$ cat src/rtl/melEnginePkg.sv
package melEnginePkg;
  localparam int MAX_BINS  = 513;
  localparam int MAX_MELS  = 20;
  localparam int COEF_W    = 16;
  localparam int WORD_W    = 2 * COEF_W;
  localparam int LUT_W     = 10;
  localparam int IN_FRAC   = 8;
  localparam int COEF_FRAC = 15;

  typedef logic [MAX_BINS*WORD_W-1:0] romImage_t;
  typedef logic [MAX_MELS*LUT_W-1:0]  lutImage_t;

  typedef struct packed {
    logic take;      // a bin beat is accepted this cycle
    logic frameEnd;  // that beat closes the frame
    logic relEven;   // even lane finishes its filter
    logic relOdd;    // odd lane finishes its filter
    logic lastMel;   // the finished filter is the final one
  } ctrlStrobe_t;

  function automatic int edgeBin(int k, int nBins, int nMels);
    return (k * (nBins - 1)) / (nMels + 1);
  endfunction

  function automatic romImage_t uniformRom(int frameSize, int nMels);
    romImage_t img;
    int nBins;
    img = '0;
    nBins = frameSize / 2 + 1;
    for (int m = 0; m < nMels; m++) begin
      int lo, pk, hi, c;
      lo = edgeBin(m, nBins, nMels);
      pk = edgeBin(m + 1, nBins, nMels);
      hi = edgeBin(m + 2, nBins, nMels);
      for (int b = lo + 1; b < hi; b++) begin
        if (b <= pk) c = ((b - lo) * 32768) / (pk - lo);
        else         c = ((hi - b) * 32768) / (hi - pk);
        if (m % 2 == 1) img[b*WORD_W+COEF_W +: COEF_W] = COEF_W'(c);
        else            img[b*WORD_W +: COEF_W]        = COEF_W'(c);
      end
    end
    return img;
  endfunction

  function automatic lutImage_t uniformLut(int frameSize, int nMels);
    lutImage_t lut;
    int nBins;
    lut = '0;
    nBins = frameSize / 2 + 1;
    for (int m = 0; m < nMels; m++)
      lut[m*LUT_W +: LUT_W] = LUT_W'(edgeBin(m + 2, nBins, nMels) - 1);
    return lut;
  endfunction
endpackage

$ cat src/rtl/melCtrl.sv
module melCtrl import melEnginePkg::*; #(
  parameter int        NUM_BINS = 65,
  parameter int        NUM_MELS = 10,
  parameter lutImage_t LAST_BIN = '0
) (
  input  logic                        clk,
  input  logic                        rst_n,
  input  logic                        inFire,
  input  logic                        inLast,
  output ctrlStrobe_t                 strb,
  output logic [$clog2(NUM_BINS)-1:0] binAddr
);
  localparam int ADDR_W = $clog2(NUM_BINS);
  localparam int TAB_N  = NUM_MELS + 2;
  localparam int IDX_W  = $clog2(TAB_N);

  logic [ADDR_W-1:0] binIdx;
  logic [IDX_W-1:0]  evIdx, odIdx;
  logic [LUT_W-1:0]  lastTab [TAB_N];
  logic              evLive, odLive, frameEnd;

  for (genvar m = 0; m < TAB_N; m++) begin : g_lut
    if (m < NUM_MELS) begin : g_real
      assign lastTab[m] = LAST_BIN[m*LUT_W +: LUT_W];
    end else begin : g_pad
      assign lastTab[m] = '1;
    end
  end

  always_comb begin
    evLive        = int'(evIdx) < NUM_MELS;
    odLive        = int'(odIdx) < NUM_MELS;
    frameEnd      = inFire && (inLast || binIdx == ADDR_W'(NUM_BINS - 1));
    strb.take     = inFire;
    strb.frameEnd = frameEnd;
    strb.relEven  = inFire && evLive && (LUT_W'(binIdx) == lastTab[evIdx]);
    strb.relOdd   = inFire && odLive && (LUT_W'(binIdx) == lastTab[odIdx]);
    strb.lastMel  = strb.relOdd ? (int'(odIdx) == NUM_MELS - 1)
                                : (int'(evIdx) == NUM_MELS - 1);
  end

  assign binAddr = binIdx;

  always_ff @(posedge clk or negedge rst_n) begin
    if (!rst_n) begin
      binIdx <= '0;
      evIdx  <= IDX_W'(0);
      odIdx  <= IDX_W'(1);
    end else if (inFire) begin
      if (frameEnd) begin
        binIdx <= '0;
        evIdx  <= IDX_W'(0);
        odIdx  <= IDX_W'(1);
      end else begin
        binIdx <= binIdx + 1'b1;
        if (strb.relEven) evIdx <= evIdx + IDX_W'(2);
        if (strb.relOdd)  odIdx <= odIdx + IDX_W'(2);
      end
    end
  end

  AST_ONE_RELEASE: assert property (@(posedge clk) disable iff (!rst_n)
    !(strb.relEven && strb.relOdd));
  AST_LAST_RESTARTS: assert property (@(posedge clk) disable iff (!rst_n)
    (inFire && inLast) |=> (binIdx == '0 && evIdx == IDX_W'(0)));
  AST_BIN_RANGE: assert property (@(posedge clk) disable iff (!rst_n)
    int'(binIdx) < NUM_BINS);
endmodule

$ cat src/rtl/melDatapath.sv
module melDatapath import melEnginePkg::*; #(
  parameter int        NUM_BINS = 65,
  parameter int        DATA_W   = 16,
  parameter int        OUT_W    = 8,
  parameter romImage_t COEF_ROM = '0
) (
  input  logic                        clk,
  input  logic                        rst_n,
  input  ctrlStrobe_t                 strb,
  input  logic [$clog2(NUM_BINS)-1:0] binAddr,
  input  logic [DATA_W-1:0]           inReal,
  input  logic                        outReady,
  output logic                        outValid,
  output logic [OUT_W-1:0]            outData,
  output logic                        outLast
);
  localparam int ADDR_W = $clog2(NUM_BINS);
  localparam int ROM_N  = 1 << ADDR_W;
  localparam int SUM_W  = DATA_W + 1;
  localparam int POW_W  = 2 * SUM_W;
  localparam int PROD_W = POW_W + COEF_W;
  localparam int ACC_W  = PROD_W + $clog2(NUM_BINS + 1);
  localparam int FRAC   = 2 * IN_FRAC + COEF_FRAC;
  localparam int INT_W  = ACC_W - FRAC;
  localparam int LOG_W  = $clog2(INT_W);
  localparam logic signed [SUM_W-1:0] ONE_Q = SUM_W'(1 << IN_FRAC);

  logic [WORD_W-1:0] romTab [ROM_N];
  for (genvar b = 0; b < ROM_N; b++) begin : g_rom
    if (b < NUM_BINS) begin : g_word
      assign romTab[b] = COEF_ROM[b*WORD_W +: WORD_W];
    end else begin : g_zero
      assign romTab[b] = '0;
    end
  end

  logic signed [SUM_W-1:0] biased;
  logic signed [POW_W-1:0] square;
  logic [POW_W-1:0]        power;
  logic [COEF_W-1:0]       evCoef, odCoef;
  logic [PROD_W-1:0]       evProd, odProd;
  logic [ACC_W-1:0]        evAcc, odAcc, evNext, odNext, relSum;
  logic [INT_W-1:0]        intPart;
  logic [LOG_W-1:0]        relLog;
  logic                    release_;

  assign biased  = SUM_W'(signed'(inReal)) + ONE_Q;
  assign square  = biased * biased;
  assign power   = unsigned'(square);
  assign evCoef  = romTab[binAddr][COEF_W-1:0];
  assign odCoef  = romTab[binAddr][WORD_W-1:COEF_W];
  assign evProd  = PROD_W'(power) * PROD_W'(evCoef);
  assign odProd  = PROD_W'(power) * PROD_W'(odCoef);
  assign evNext  = evAcc + ACC_W'(evProd);
  assign odNext  = odAcc + ACC_W'(odProd);
  assign relSum  = strb.relOdd ? odNext : evNext;
  assign intPart = relSum[ACC_W-1:FRAC];
  assign release_ = strb.relEven || strb.relOdd;

  always_comb begin
    relLog = '0;
    for (int i = 0; i < INT_W; i++)
      if (intPart[i]) relLog = LOG_W'(i);
  end

  always_ff @(posedge clk or negedge rst_n) begin
    if (!rst_n) begin
      evAcc <= '0;
      odAcc <= '0;
    end else if (strb.take) begin
      evAcc <= (strb.relEven || strb.frameEnd) ? '0 : evNext;
      odAcc <= (strb.relOdd  || strb.frameEnd) ? '0 : odNext;
    end
  end

  always_ff @(posedge clk or negedge rst_n) begin
    if (!rst_n) begin
      outValid <= 1'b0;
      outData  <= '0;
      outLast  <= 1'b0;
    end else if (release_) begin
      outValid <= 1'b1;
      outData  <= OUT_W'(relLog);
      outLast  <= strb.lastMel;
    end else if (outReady) begin
      outValid <= 1'b0;
    end
  end

  AST_NO_OVERFLOW: assert property (@(posedge clk) disable iff (!rst_n)
    strb.take |-> (evNext >= evAcc && odNext >= odAcc));
  AST_NO_DROP: assert property (@(posedge clk) disable iff (!rst_n)
    release_ |-> (!outValid || outReady));
  AST_HOLD_STALL: assert property (@(posedge clk) disable iff (!rst_n)
    (outValid && !outReady) |=> (outValid && $stable(outData) && $stable(outLast)));
  AST_LOG_RANGE: assert property (@(posedge clk) disable iff (!rst_n)
    outValid |-> int'(outData) < INT_W);
endmodule

$ cat src/rtl/melLogEnergy.sv
module melLogEnergy import melEnginePkg::*; #(
  parameter int        FRAME_SIZE = 128,
  parameter int        NUM_MELS   = 10,
  parameter int        DATA_W     = 16,
  parameter int        OUT_W      = 8,
  parameter romImage_t COEF_ROM   = uniformRom(FRAME_SIZE, NUM_MELS),
  parameter lutImage_t LAST_BIN   = uniformLut(FRAME_SIZE, NUM_MELS)
) (
  input  logic                clk,
  input  logic                rst_n,
  input  logic                in_tvalid,
  output logic                in_tready,
  input  logic [2*DATA_W-1:0] in_tdata,
  input  logic                in_tlast,
  output logic                out_tvalid,
  input  logic                out_tready,
  output logic [OUT_W-1:0]    out_tdata,
  output logic                out_tlast
);
  localparam int NUM_BINS = FRAME_SIZE / 2 + 1;
  localparam int ADDR_W   = $clog2(NUM_BINS);

  ctrlStrobe_t       strb;
  logic [ADDR_W-1:0] binAddr;
  logic              inFire;

  assign in_tready = !out_tvalid || out_tready;
  assign inFire    = in_tvalid && in_tready;

  melCtrl #(.NUM_BINS(NUM_BINS), .NUM_MELS(NUM_MELS), .LAST_BIN(LAST_BIN)) u_ctrl (
    .clk(clk), .rst_n(rst_n), .inFire(inFire), .inLast(in_tlast),
    .strb(strb), .binAddr(binAddr));

  melDatapath #(.NUM_BINS(NUM_BINS), .DATA_W(DATA_W), .OUT_W(OUT_W),
                .COEF_ROM(COEF_ROM)) u_dp (
    .clk(clk), .rst_n(rst_n), .strb(strb), .binAddr(binAddr),
    .inReal(in_tdata[DATA_W-1:0]), .outReady(out_tready),
    .outValid(out_tvalid), .outData(out_tdata), .outLast(out_tlast));
endmodule

$ cat config.mk
export PLATFORM = sky130hd
export DESIGN_NAME = melLogEnergy
export DESIGN_NICKNAME = d
export VERILOG_FILES = /design/src/rtl/melEnginePkg.sv /design/src/rtl/melCtrl.sv /design/src/rtl/melDatapath.sv /design/src/rtl/melLogEnergy.sv
export SDC_FILE = /design/constraint.sdc
export NUM_CORES = 2
export LEC_CHECK = 0
export ABC_AREA = 1
export BUFFER_PORTS_ARGS = -buffer_cell sky130_fd_sc_hd__buf_2
export CAP_MARGIN = 25
export CORE_MARGIN = 10
export CORE_UTILIZATION = 66
export DETAILED_ROUTE_END_ITERATION = 10
export PLACE_DENSITY = 0.83
export REMOVE_ABC_BUFFERS = 1
export SKIP_CTS_REPAIR_TIMING = 1
export SLEW_MARGIN = 30
export SYNTH_ARGS = -nofsm -noshare
export SYNTH_HDL_FRONTEND = slang
export SYNTH_SLANG_ARGS = --single-unit
$ cat constraint.sdc
create_clock -name clk -period 12.19 [get_ports clk]
set_input_delay 1.219 -clock clk [delete_from_list [all_inputs] [get_ports clk]]
set_output_delay 1.219 -clock clk [all_outputs]
set_load 0.1 [all_outputs]
; ---- Yosys cells after proc, flatten, opt, wreduce, memory -nomap -nowiden
; Memory sizes are Yosys's and may differ from the RTL's.
; Index checks and enable logic that the tools add are counted.
[totals]
regBits = 136
rom_bits = 4416
output_inout_bits = 11
elab_cells = 92
memories = 3
[mem_list]
columns = memory, words, word_bits, read_ports, rd_clocked_by_memory_dff, write_ports, line
row1 = (name not given), 128, 32, 1, 0, 0, melDatapath.sv:50  ; assign evCoef = romTab[binAddr][COEF_W-1:0];
row2 = (name not given), 16, 10, 1, 0, 0, melCtrl.sv:36  ; strb.relEven = inFire && evLive && (LUT_W'(binIdx) == lastTab[evIdx]);
row3 = (name not given), 16, 10, 1, 0, 0, melCtrl.sv:37  ; strb.relOdd = inFire && odLive && (LUT_W'(binIdx) == lastTab[odIdx]);
[op_classes]
n_addsub = 6
mul = 3
n_lt_le_gt_ge = 5
eq_ne = 5
mux = 42
bitwise_logic = 3
reduce_logical = 17
[op_table]
columns = cell, n
row1 = two-way mux 57 bit, 3
row2 = two-way mux 5 bit, 24
row3 = adder 57 x 50 -> 57 bit, 2
row4 = multiplier 34 x 16 -> 50 bit, 2
row5 = two-way mux 32 bit, 2
row6 = two-way mux 10 bit, 4
row7 = multiplier 17 x 17 -> 34 bit, 1
row8 = == test 7 x 10 -> 1 bit, 2
row9 = "adder 16 x 10 -> 17 bit, second input constant", 1
row10 = two-way mux 4 bit, 4
row11 = ">= comparator 5 bit, second input constant", 2
row12 = inverter 4 -> 5 bit, 2
row13 = "adder 4 x 2 -> 4 bit, second input constant", 2
row14 = "== test 4 bit, second input constant", 2
row15 = ">= comparator 8 bit, second input constant", 1
row16 = "less-than comparator 4 bit, second input constant", 2
row17 = inverter 7 -> 8 bit, 1
row18 = "adder 7 x 1 -> 7 bit, second input constant", 1
row19 = "== test 7 bit, second input constant", 1
row20 = two-way mux 7 bit, 1
row21 = logical AND 1 bit, 6
row22 = nonzero test 2 bit, 3
row23 = logical OR 1 bit, 5
row24 = two-way mux 1 bit, 4
row25 = other kinds (2), 3

; ---- Depth between registers and ports, before layout
[logic_depth]
word_depth = 32
mapped_depth = 81
ltp_nobuf = 79

; ---- Modules after synthesis
; From an unflattened synthesis, not the netlist that was laid out.
[hier_totals]
cells_unflattened = 5999
area_unflattened_um2 = 50803.7
[by_module_without_submodules]
columns = mod, n_inst, cells_each, area_each_um2, seq_area_each_um2
row1 = melDatapath, 1, 5826, 49681.4, 3027.9
row2 = melCtrl, 1, 169, 1102.3, 351.6
row3 = melLogEnergy, 1, 4, 20.0, 0.0

; ---- Worst setup path after synthesis
; Ideal clock, no wire load.
[synth_path]
kind = input-to-reg
startpoint = input port in_tdata[8]
endpoint = register u_dp.outData[4]
setup_time_ns = 0.123
t_arrival_ns = 13.209
t_required_ns = 12.067
slack_ns = -1.142
path_stages = 57
n_path_buf = 2
path_cell_list = clkbuf_1 > inv_1 > ha_1 > clkbuf_1 > nor2_1 > fa_1 > inv_1 > fa_1 > fa_1 > fa_1 > fa_1 > fa_1 > inv_1 > ha_1 > a21oi_1 > inv_1 > a31oi_2 > o21ai_2 > [21 not listed] > ha_1 > a21o_1 > a21oi_1 > o21ai_0 > a21oi_1 > nand2_1 > a21oi_2 > inv_1 > a21oi_2 > inv_1 > a21oi_1 > o21ai_1 > xor2_1 > o21ai_1 > nand2_1 > nor2_1 > and3_1 > a21oi_1
[synth_via]
elab_chain_cells = 28
elab_cells_between_ends = 30
[synth_lines]
columns = element, line
row1 = start: declaration, melLogEnergy.sv:13  ; input logic [2*DATA_W-1:0] in_tdata,
row2 = adder 16 x 10 -> 17 bit (*), melDatapath.sv:47  ; assign biased = SUM_W'(signed'(inReal)) + ONE_Q;
row3 = multiplier 17 x 17 -> 34 bit (*), melDatapath.sv:48  ; assign square = biased * biased;
row4 = "multiplier 34 x 16 -> 50 bit, on equally long branches", "melDatapath.sv:52, melDatapath.sv:53"
row5 = "adder 57 x 50 -> 57 bit, on equally long branches", "melDatapath.sv:54, melDatapath.sv:55"
row6 = two-way mux 57 bit (*), melDatapath.sv:56  ; assign relSum = strb.relOdd ? odNext : evNext;
row7 = two-way mux 5 bit (22 in series), melDatapath.sv:63  ; if (intPart[i]) relLog = LOG_W'(i);
row8 = two-way mux 5 bit (*), melDatapath.sv:63
row9 = end signal: assignment, melDatapath.sv:83  ; outData <= OUT_W'(relLog);
row10 = end: declaration, melDatapath.sv:14  ; output logic [OUT_W-1:0] outData,
; Mark *: on every way between the ends. The rest lies on a longest branch, timed or not.
; A chain may end at the register's enable or synchronous reset.

; ---- Final worst setup path
; Same ends and word-level chain as after synthesis.

==> impl_results.md <==
- Area grow syn2layout: 22.0%
- Tcrit/Tclk final: 1.12
- #FFs+latches synth: 135
- Main combinational cell family by area after synthesis: adder cells
- Register area: 3380 um^2
- First-pass GRT wire length: 239 mm
- Synth cell types: 66
- Die footprint: 88,300 um^2
- Tmin final: 13.65 ns
- Final nets: 8,537
- Worst setup EP type: register
- Synthesis Warnings: 0
- Port bufs: 28
- Mean Syn Cell Area: 8.48 um^2
- Routed wire length per instance: 20.0 um
- Crit path launch: in_tdata[8]
- Final ANT Viol Nets: 0
- Reg clk slew, reported paths: 0.07 ns
- Clock buffers created by TritonCTS: 17
- Crit Path Class: input port to register
- Ant diodes: 0
- CTS tree: done
- Fmax: 73.2 MHz
- Worst Path Max Fanout: 10
- Setup crit end: u_dp.outData[4]
- Synth Area in XOR/XNOR: 0.0210
- Final-report setup violation count: 44
- Max-cap violations: 0
- Worst skew pair latency: 0.54 ns
- DR iter-0 viols: 3,918
- Main synth FF type: dfrtp_1
- Post-synthesis mux area share: 0.000395
- Hold Fails Final Rpt: 0
- Worst-case clock buffer depth: 2
- Largest net degree at the start of global routing: 77
- CP required: 12.61 ns
- Remaining Overflow, GRT: 0
- Core Region: 76,100 um^2
- Vias: 44,144
- Final cell count without fillers: 7,937
- WL met1: 54.8 mm
- Initial Utilization: 0.666
- Final count of pins violating max slew: 0
- Ratio of cells with drive above 1 in the final layout: 0.217
- Vias in the first global route: 46,911
- DRT Wirelength: 159 mm
- Worst Skew: 0.0139 ns
- Proportion of synthesized chip area in sequential cells: 0.0667
- Drt first pass iters: 6
- Crit Reg-Reg Endpoint: u_dp.outData[1]
- Post-Syn Area: 50,700 um^2
- Reg2Reg Setup Slack: 1.95 ns
- Simple-Gate Fraction of Synth Area: 0.118
- Worst Tran Pin Value: 0.972 ns
- Slowest stage delay, CP: 0.56 ns
- Number of remaining DRC errors: 0
- Mapped Cells: 5,977
- Failing checks: setup timing
- Initial antenna violation count: 2
- Area taken by multi-input logic gates: 41,300 um^2
- DP HPWL: 128 mm
- Met3 WL: 14.3 mm
- Hold Crit Class: register to register
- Complex-gate fraction of the synthesized area: 0.0602
- Slowest-stage cell, CP: fa_1
- H-tree Lvls: 4
- Row count: 101
- Post-synth EDFFs: 0
- GRT Total Usage: 0.342
- Chip width: 297 um
- RSZ-0062 raised after global routing: true
- DR vias/cell: 5.56
- RePlAce Congestion: 1.02
- Clk sink count: 135
- Most frequent CP cell: fa_1
- Crit start category: input port
- Critical path data arrival time: 14.07 ns
- FF-to-FF path depth: 42
- # fillers: 4,519
- Adder-Cell Fraction of Synth Area: 0.577
- Top sig layer: met5
- Root buf cell: clkbuf_16
- Max-slew headroom: 0.352
- I/O pin cnt: 48
- Die height: 297 um
- Crit Reg-Reg Startpoint: u_ctrl.binAddr[0]
- Async set-reset flop share out of synthesis: 1.00
- Outcome: finished, violations left
- Dpl cells: 7,843
- Met2 WL: 77.1 mm
- PnR worst setup slack: -1.46 ns
==> worst min path at each step <==
| stage | start | endpoint | cells after the start |
|---|---|---|---|
| after floorplan | u_dp.odAcc[15] | u_dp.odAcc[15] | 2 |
| after global placement | u_dp.outData[2] | u_dp.outData[2] | 2 |
| after detailed placement | u_dp.outLast | u_dp.outLast | 2 |
| after CTS | u_dp.outData[2] | u_dp.outData[2] | 2 |
| after global routing | u_dp.outData[2] | u_dp.outData[2] | 2 |
| final | u_dp.outData[2] | u_dp.outData[2] | 2 |
==> cell usage after synthesis (9+ instances only) <==
library cell,count,share of area
o21ai_0,140,0.014
inv_2,9,0.00067
a31oi_1,14,0.0017
inv_1,1981,0.15
a22o_1,13,0.0022
nand2_1,758,0.056
o22ai_1,59,0.0073
o21a_1,11,0.0016
o21bai_1,27,0.0040
fa_1,1218,0.48
nand2_2,11,0.0014
clkbuf_1,96,0.0071
a31o_2,9,0.0016
nor2_1,581,0.043
nor3_1,17,0.0017
xnor2_1,48,0.0083
and2_1,9,0.0011
nand3_1,86,0.0085
a21oi_1,166,0.016
ha_1,388,0.096
dfrtp_1,134,0.066
xor2_1,70,0.012
==> per-layer routing <==
metal  global-route usage  vias up
met3               0.0710      852
met2                0.570     2571
li1                     -    18977
met1                0.408    21740
met4                0.202        4
met5                    0        -
==> registers in the layout, summed over array words and instances, names as in the netlist <==
name            cells
u_ctrl.binAddr      7
u_ctrl.evIdx        3
u_ctrl.odIdx        4
u_dp.evAcc         57
u_dp.odAcc         57
u_dp.outData        5
u_dp.outLast        1
u_dp.outValid       1
==> critical path: cells and delay by family <==
kind | cells | cell delay [ns]
XOR/XNOR | 1 | 0.24
adder cells (fa/ha/maj) | 14 | 6.57
AO/OA/AOI/OAI | 8 | 1.26
buffers and inverters | 20 | 1.95
AND/OR/NAND/NOR | 24 | 2.80
==> through the flow <==
step | util | cell area (um^2) | hold slack [ns] | TNS (ns) | setup slack (ns)
2_1_floorplan | - | 50300 | 0.452 | -21.50 | -1.15
6_report | 0.813 | 61800 | 0.488 | -28.14 | -1.46
4_1_cts | 0.779 | 59300 | 0.491 | -24.45 | -1.34
3_3_place_gp | 0.771 | 58700 | 0.461 | -35.67 | -1.60
3_5_place_dp | 0.771 | 58700 | 0.463 | -50.07 | -1.86
5_1_grt | 0.813 | 61800 | 0.522 | -45.67 | -1.84
==> cell families (layout without fill, tap and decap cells) <==
group,Yosys count,count (layout)
buffers and inverters,2103,3031
adders and majority gates,1606,1606
and+or+nand+nor,1505,1505
AOI/OAI and AO/OA,505,505
DFF,135,135
xor gates and xnor gates,120,120
muxes,2,2
other,1,3
==> cell type report <==
| cell class | count | area share |
|---|---|---|
| timing repair buffer | 1002 | 0.126 |
| clock buffer | 17 | 0.00688 |
| inverter | 1997 | 0.121 |
| multi-input combinational | 3741 | 0.668 |
| sequential | 135 | 0.0547 |
| clock inverter | 15 | 0.00257 |
| tap | 1030 | 0.0208 |
==> cell usage in the layout, fill, tap and decap left out, drive strengths merged, types with 59 or more instances in the layout <==
master / n
a21oi: 174
dfrtp: 134
fa: 1218
xor2: 72
nand2: 769
o22ai: 59
buf: 1002
ha: 388
nor2: 592
nand3: 90
inv: 1998
o21ai: 152
Power is left out: the tool's default activity adds up to more than one toggle a clock period on the data nets, which glitch-free logic cannot reach.
